File: src/rtl/sync_ser_tx.sv
module sync_ser_tx #(
  parameter int DIV_W = 4
) (
  input  logic             clk,
  input  logic             rst_n,
  input  logic             en,
  input  logic             master,
  input  logic             tx_sel,
  input  logic [DIV_W-1:0] clk_div,
  input  logic             wr_valid,
  input  logic [7:0]       wr_data,
  input  logic             ext_sck,
  output logic             sck_out,
  output logic             sck_oe,
  output logic             sdo,
  output logic             tx_empty
);

  logic             tx_mode, hold_full, busy, phase, sck_q, last_q;
  logic [7:0]       hold_q, shift_q;
  logic [2:0]       bit_q;
  logic [DIV_W-1:0] cnt_q;
  logic [1:0]       sync_q;

  wire wr_ok    = en && tx_mode && tx_sel && tx_empty && wr_valid;
  wire tick     = (cnt_q == clk_div);
  wire ext_fall = last_q && !sync_q[1];
  wire ext_rise = !last_q && sync_q[1];
  wire fall_ev  = busy && !phase && (master ? tick : ext_fall);
  wire rise_ev  = busy && phase && (master ? tick : ext_rise);
  wire byte_end = rise_ev && (bit_q == 3'd7);
  wire load     = en && hold_full && (!busy || byte_end);

  assign sck_out = master ? sck_q : 1'b1;
  assign sck_oe  = master;

  always_ff @(posedge clk or negedge rst_n) begin
    if (!rst_n) begin
      sync_q <= 2'b11;
      last_q <= 1'b1;
    end else begin
      sync_q <= {sync_q[0], ext_sck};
      last_q <= sync_q[1];
    end
  end

  always_ff @(posedge clk or negedge rst_n) begin
    if (!rst_n) begin
      tx_mode   <= 1'b0;
      tx_empty  <= 1'b0;
      hold_full <= 1'b0;
      hold_q    <= '0;
      shift_q   <= '0;
      busy      <= 1'b0;
      phase     <= 1'b0;
      bit_q     <= '0;
      cnt_q     <= '0;
      sck_q     <= 1'b1;
      sdo       <= 1'b1;
    end else if (!en) begin
      tx_mode   <= 1'b0;
      tx_empty  <= 1'b0;
      hold_full <= 1'b0;
      busy      <= 1'b0;
      phase     <= 1'b0;
      bit_q     <= '0;
      cnt_q     <= '0;
      sck_q     <= 1'b1;
      sdo       <= 1'b1;
    end else begin
      if (tx_sel && !tx_mode) begin
        tx_mode  <= 1'b1;
        tx_empty <= 1'b1;
      end else if (!tx_sel && tx_mode && tx_empty) begin
        tx_mode  <= 1'b0;
        tx_empty <= 1'b0;
      end

      if (wr_ok) begin
        hold_q    <= wr_data;
        hold_full <= 1'b1;
        tx_empty  <= 1'b0;
      end

      if (busy && master)
        cnt_q <= tick ? '0 : cnt_q + 1'b1;

      if (fall_ev) begin
        sck_q   <= 1'b0;
        sdo     <= shift_q[0];
        shift_q <= {1'b0, shift_q[7:1]};
        phase   <= 1'b1;
      end

      if (rise_ev) begin
        sck_q <= 1'b1;
        phase <= 1'b0;
        bit_q <= bit_q + 3'd1;
        if (byte_end)
          busy <= 1'b0;
      end

      if (load) begin
        shift_q   <= hold_q;
        hold_full <= 1'b0;
        tx_empty  <= 1'b1;
        busy      <= 1'b1;
        phase     <= 1'b0;
        bit_q     <= '0;
        cnt_q     <= '0;
      end

      if (!busy && !hold_full) begin
        sdo   <= 1'b1;
        sck_q <= 1'b1;
      end
    end
  end

endmodule


File: config.mk
export PLATFORM = sky130hd
export DESIGN_NAME = sync_ser_tx
export DESIGN_NICKNAME = d
export VERILOG_FILES = /design/src/rtl/sync_ser_tx.sv
export SDC_FILE = /design/constraint.sdc
export NUM_CORES = 1
export LEC_CHECK = 0
export BUFFER_PORTS_ARGS = -buffer_cell sky130_fd_sc_hd__buf_2
export CORE_MARGIN = 2
export CORE_UTILIZATION = 54
export CTS_BUF_LIST = sky130_fd_sc_hd__clkbuf_16
export DETAILED_ROUTE_END_ITERATION = 8
export HOLD_SLACK_MARGIN = 0.06
export PLACE_DENSITY = 0.76
export REMOVE_ABC_BUFFERS = 1
export SYNTH_ARGS = -nofsm -noshare
export SYNTH_HDL_FRONTEND = slang
export SYNTH_SLANG_ARGS = --single-unit
File: constraint.sdc
create_clock -name clk -period 4.3 [get_ports clk]
set_input_delay 0 -clock clk [delete_from_list [all_inputs] [get_ports clk]]
set_output_delay 0 -clock clk [all_outputs]
set_load 0.02 [all_outputs]
# [After elaboration in Yosys (flattened, before gate mapping)]
# Index checks and enable logic that the tools add are counted.
[totals] reg_bits=33 input_bits=19 output_inout_bits=4 elab_cells=92
[classes] add_sub_neg=2 n_eq_ne=11 n_mux=36 n_reduce_logical=30
[op_table] operator="$mux W1" n=27
[op_table] operator="$logic_and A1 B1 Y1" n=18
[op_table] operator="$ne A3 B1 Y1 const B" n=6
[op_table] operator="$mux W4" n=4
[op_table] operator="$mux W8" n=2
[op_table] operator="$mux W3" n=3
[op_table] operator="$ne A4 B1 Y1 const B" n=2
[op_table] operator="$logic_not A1 Y1" n=7
[op_table] operator="$reduce_and A2 Y1" n=3
[op_table] operator="$ne A5 B1 Y1 const B" n=1
[op_table] operator="$add A4 B1 Y4 const B" n=1
[op_table] operator="$eq A4 B4 Y1" n=1
[op_table] operator="$add A3 B1 Y3 const B" n=1
[op_table] operator="$eq A3 B3 Y1 const B" n=1
[op_table] operator="$reduce_bool A2 Y1" n=1
[op_table] operator="$logic_or A1 B1 Y1" n=1

# [Depth between registers and ports, before layout]
[depth] word_depth=9 ltp_mapped=8 mapped_depth_nobuf=7

# [Least setup slack after synthesis]
# No wires, ideal clock.
[synth_path] path_type="register to register" start="reg sync_q[1]" end="reg shift_q[5]" setup_time_ns=0.126 t_arrival_ns=1.613 required_ns=4.174 slack_ns=2.561 path_stages_with_launch=6 n_path_buf=0 synth_period_minus_slack_ns=1.739 cell_sequence="dfstp_2 -> or3b_4 -> o21ai_4 -> a22o_2 -> o21ai_2 -> a221o_1"
[synth_via] elab_chain_len=8 word_cells_on_any_way=13 classes_between="mux (3); reduce/logical (10)"
[synth_lines] element="start, declared" line="23" source="logic [1:0] sync_q;"
[synth_lines] element="start signal, assigned" line="42" source="sync_q <= {sync_q[0], ext_sck};"
[synth_lines] element="$logic_and A1 B1 Y1" line="28" source="wire ext_rise = !last_q && sync_q[1];"
[synth_lines] element="$mux W1" line="30" source="wire rise_ev = busy && phase && (master ? tick : ext_rise);"
[synth_lines] element="$logic_and A1 B1 Y1" line="30"
[synth_lines] element="$logic_and A1 B1 Y1" line="31" source="wire byte_end = rise_ev && (bit_q == 3'd7);"
[synth_lines] element="$logic_or A1 B1 Y1" line="32" source="wire load = en && hold_full && (!busy || byte_end);"
[synth_lines] element="$logic_and A1 B1 Y1" line="32"
[synth_lines] element="$reduce_bool A2 Y1 (no line)"
[synth_lines] element="$reduce_and A2 Y1 (no line)"
[synth_lines] element="end signal, assigned" line="91" source="shift_q <= {1'b0, shift_q[7:1]};"
[synth_lines] element="end signal, assigned" line="104" source="shift_q <= hold_q;"
[synth_lines] element="end, declared" line="20" source="logic [7:0] hold_q, shift_q;"
# Several ways; a longest one is shown, not always the timed one.
# A chain may end at the register's enable or synchronous reset.

# [Final worst setup path]
[layout_path] start="reg bit_q[0]" end="reg phase"
[layout_via] elab_chain_len=6 word_cells_on_any_way=7 classes_between="eq/ne (2); mux (2); reduce/logical (3)"
[layout_lines] element="start, declared" line="21" source="logic [2:0] bit_q;"
[layout_lines] element="start signal, assigned" line="98" source="bit_q <= bit_q + 3'd1;"
[layout_lines] element="$eq A3 B3 Y1 (*)" line="31"
[layout_lines] element="$logic_and A1 B1 Y1 (*)" line="31"
[layout_lines] element="$logic_or A1 B1 Y1 (*)" line="32"
[layout_lines] element="$logic_and A1 B1 Y1 (*)" line="32"
[layout_lines] element="$mux W1" line="103" source="if (load) begin"
[layout_lines] element="$mux W1" line="60" source="end else if (!en) begin"
[layout_lines] element="end signal, assigned" line="55" source="phase <= 1'b0;"
[layout_lines] element="end signal, assigned" line="65" source="phase <= 1'b0;"
[layout_lines] element="end signal, assigned" line="108" source="phase <= 1'b0;"
[layout_lines] element="end, declared" line="19" source="logic tx_mode, hold_full, busy, phase, sck_q, last_q;"
# Mark *: on every way between the ends. The rest lies on a longest branch, timed or not.

==> impl.org <==
** Floorplan
- Effective utilization at floorplan :: 0.577
- Die Width :: 58.7 um
- Floorplan row count :: 19
- The die covers 3450 um2.
- Number of top-level pins :: 23
- The core region is 2810 um2.
- From bottom edge to top edge, the die measures 58.7 um.

** Global route
- Via count of the first global-routing pass :: 1357
- The initial antenna violation count was 0.
- Global routing finished with a remaining overflow of 0.
- In the global route stage, overall resource usage came out at 0.225.
- Maximum number of pins on one net before global-route repair :: 34
- The first global-routing pass estimated 5890 um of wire.

** Synthesis
- Commonest register cell after synthesis :: sky130_fd_sc_hd__dfrtp_1
- Asr flop ratio synth :: 1.00
- In this run, synthesis produced a sequential element count of 33.
- By area the synthesized netlist is led by sky130_fd_sc_hd__dfrtp_1 (43%), sky130_fd_sc_hd__dfstp_2 (8.1%), sky130_fd_sc_hd__mux2_2 (5.6%).
- Yosys mapped a number of flops with a built-in enable equal to 0.
- The average instance in the mapped netlist occupies 10.7 um2.
- Yosys top cell area share :: 0.433
- Library cell occupying the most area in the post-synthesis netlist :: sky130_fd_sc_hd__dfrtp_1
- Leading post-synthesis cells by instance count :: sky130_fd_sc_hd__dfrtp_1 (28), sky130_fd_sc_hd__o21ai_0 (14), sky130_fd_sc_hd__nand2_1 (12)
- Sequential area share after synthesis :: 0.514
- The number of different library cells used by synthesis comes to 41.
- The mapped netlist covers 1620 um2.
- Cell with the most instances after synthesis :: sky130_fd_sc_hd__dfrtp_1
- The Yosys step of the flow raised 0 warnings.
- Syn Inst Count :: 151

** Detailed routing
- Before antenna repair, the detailed router went through 4 iterations.
- The count of nets left with antenna violations once routing finished came out at 0.
- Initial DRC Count :: 76
- After detailed routing, the average wire length per cell comes to 14.7 um.
- Vias :: 1268
- Residual DRC count :: 0
- Using the TritonRoute via totals, the vias-per-cell ratio works out to 5.79.
- Final wirelength :: 3220 um

** Timing
- Of the available clock period, the critical path in the final layout requires 0.508.
- Top achievable clock speed :: 457 MHz
- In the final timing run, aggregate negative setup slack is 0 ns.
- Setup violations remaining at the end of the flow were counted as 0.
- Worst clock skew on the final layout :: 0.00332 ns
- Normalized max-slew margin :: 0.537
- Counting I/O delays and the setup requirement, the final critical path takes 2.19 ns.
- Hold Violations, Final :: 0
- Setup repair after global routing missed its margin :: no
- At the pin with the least slew margin, the transition time is 0.694 ns.
- The total count of max-transition violations in the final report was 0.

** Critical path
- At the worst endpoint, the arrival time is 2.37 ns.
- Largest driver fanout on the critical path :: 13
- At the worst endpoint, the required time is 4.48 ns.
- CP Capture Type :: flip-flop
- The worst setup path is of the reg2reg kind.
- Critical Path Source Type :: flip-flop

** Cells and area
- The number of antenna diodes in the final layout is 0.
- Number of nets in the layout :: 209
- Post-layout instance count excluding filler cells :: 219
- In the final layout, the share of cells above drive strength 1 is 0.266.
- Area grow syn2layout :: 24.1%

** Place
- After detailed placement, the design holds a cell count of 199.
- Buffers on Ports :: 22
- Estimated wirelength of the detail-placed design :: 2220 um
- The congestion estimate from routability-driven global placement came to 0.820.

** Clock tree
- Clock-pin slew was measured on the worst setup and hold paths at 0.05 ns.
- TritonCTS built the clock tree.
- The clock tree synthesis step divided the H-tree into 2 levels.
- Clk root buf :: sky130_fd_sc_hd__clkbuf_16
- Post-CTS Setup Repair Bufs :: 0
- The clock passes through at most 2 buffers.
- Clock tree synthesis inserted a total of 5 buffers.
- CTS Sinks :: 33
- Worst-Skew Late Latency :: 0.27 ns

** Pwr
- VDD sags by at most 0.000360 V.
- Ratio of total power to cell area :: 411 nW/um2
- Leak Pwr :: 0.000901 uW

** Status
- Run status :: finished, final reports clean

** Run
- Across the run, the number of max-cap violations was 0.

** Hold path
- Min-Delay Path Class :: in2reg
[area by class of cell]
| class | count | area (um2) |
|---|---|---|
| fill | 205 | 798 |
| timing repair buffer | 34 | 230 |
| multi-input combinational | 111 | 736 |
| clock inverter | 3 | 37.5 |
| inverter | 2 | 7.51 |
| sequential | 33 | 832 |
| clock buffer | 5 | 125 |
| tap | 31 | 38.8 |
[logic make-up after synthesis]
family / share of synthesized area
xor gates and xnor gates: 0.0217
adders and majority gates: 0.0294
DFF: 0.514
muxes: 0.0557
buffers and inverters: 0.0309
and+or+nand+nor: 0.177
AOI/OAI and AO/OA: 0.171
[worst max-delay path, stage by stage, from the launching register on]
cell and delay, ns:
sky130_fd_sc_hd__dfrtp_1 0.39, sky130_fd_sc_hd__ha_1 0.21, sky130_fd_sc_hd__ha_1 0.20, sky130_fd_sc_hd__nand2_1 0.14
sky130_fd_sc_hd__o21ai_4 0.09, sky130_fd_sc_hd__a22oi_2 0.51, sky130_fd_sc_hd__nand2_1 0.33, sky130_fd_sc_hd__nor3_1 0.24
[layer usage]
metal,vias up,routed length (um),track usage
li1,623,-,-
met1,613,1410,0.277
met2,28,1670,0.387
met3,4,107,0.0484
met4,0,37,0.0844
met5,-,0,0
[metrics by stage]
| stage | area [um2] | util | hold WS, ns | setup slack, ns | total power [uW] |
|---|---|---|---|---|---|
| floorplan | 1580 | - | -0.296 | 2.46 | 407 |
| global placement | 1720 | 0.615 | 0.0854 | 2.22 | 434 |
| detailed placement | 1720 | 0.615 | 0.0907 | 2.13 | 438 |
| CTS | 2010 | 0.715 | 0.0629 | 2.11 | 833 |
| global route | 2010 | 0.715 | 0.0914 | 1.94 | 860 |
| finish | 2010 | 0.715 | 0.0677 | 2.11 | 824 |
[placed cells by master (no fill, tap or decap), types with 2 or more instances in the layout]
cell,netlist,layout
sky130_fd_sc_hd__dfrtp_1,28,28
sky130_fd_sc_hd__buf_2,1,22
sky130_fd_sc_hd__o21ai_0,14,14
sky130_fd_sc_hd__nand2_1,12,12
sky130_fd_sc_hd__dlygate4sd3_1,0,12
sky130_fd_sc_hd__nand3_1,10,10
sky130_fd_sc_hd__a21oi_1,10,10
sky130_fd_sc_hd__nor2_1,10,10
sky130_fd_sc_hd__mux2_2,8,8
sky130_fd_sc_hd__a31oi_1,5,5
sky130_fd_sc_hd__clkbuf_16,0,5
sky130_fd_sc_hd__dfstp_2,5,5
sky130_fd_sc_hd__xnor2_1,4,4
sky130_fd_sc_hd__inv_1,2,3
sky130_fd_sc_hd__and2_1,3,3
sky130_fd_sc_hd__ha_1,3,3
sky130_fd_sc_hd__nor3_1,2,2
sky130_fd_sc_hd__nor3b_1,2,2
sky130_fd_sc_hd__and3_1,2,2
sky130_fd_sc_hd__a221o_1,2,2
sky130_fd_sc_hd__or3_1,2,2
sky130_fd_sc_hd__a211o_1,2,2
sky130_fd_sc_hd__o21a_1,2,2
[final timing paths]
kind | startpoint | end | slack (ns) | cells past startpoint
min | en | busy | 0.07 | 2
max | bit_q[0] | phase | 2.11 | 7
min reg2reg | sync_q[0] | sync_q[1] | 0.35 | 0
min in group asynchronous | rst_n | cnt_q[3] | 0.32 | 2
max in group asynchronous | rst_n | cnt_q[1] | 3.53 | 2
max reg2reg | bit_q[0] | phase | 2.11 | 7
[state kept, by name, summed over array words and instances (netlist names)]
name / flops
sdo: 1
cnt_q: 4
sck_q: 1
hold_full: 1
hold_q: 8
bit_q: 3
busy: 1
last_q: 1
sync_q: 2
tx_mode: 1
shift_q: 8
phase: 1
tx_empty: 1
[repair_timing]
action | in CTS | in global routing
gates resized for setup | 0 | 0
hold buffers | 12 | 0
hold endpoints to repair | 38 | 0
[where the power goes]
part / switching, uW / internal [uW]
combinational: 37.1 / 41.8
sequential: 17.8 / 346
clock: 113 / 268
total: 168 / 656
(Power assumes the default switching activity.)
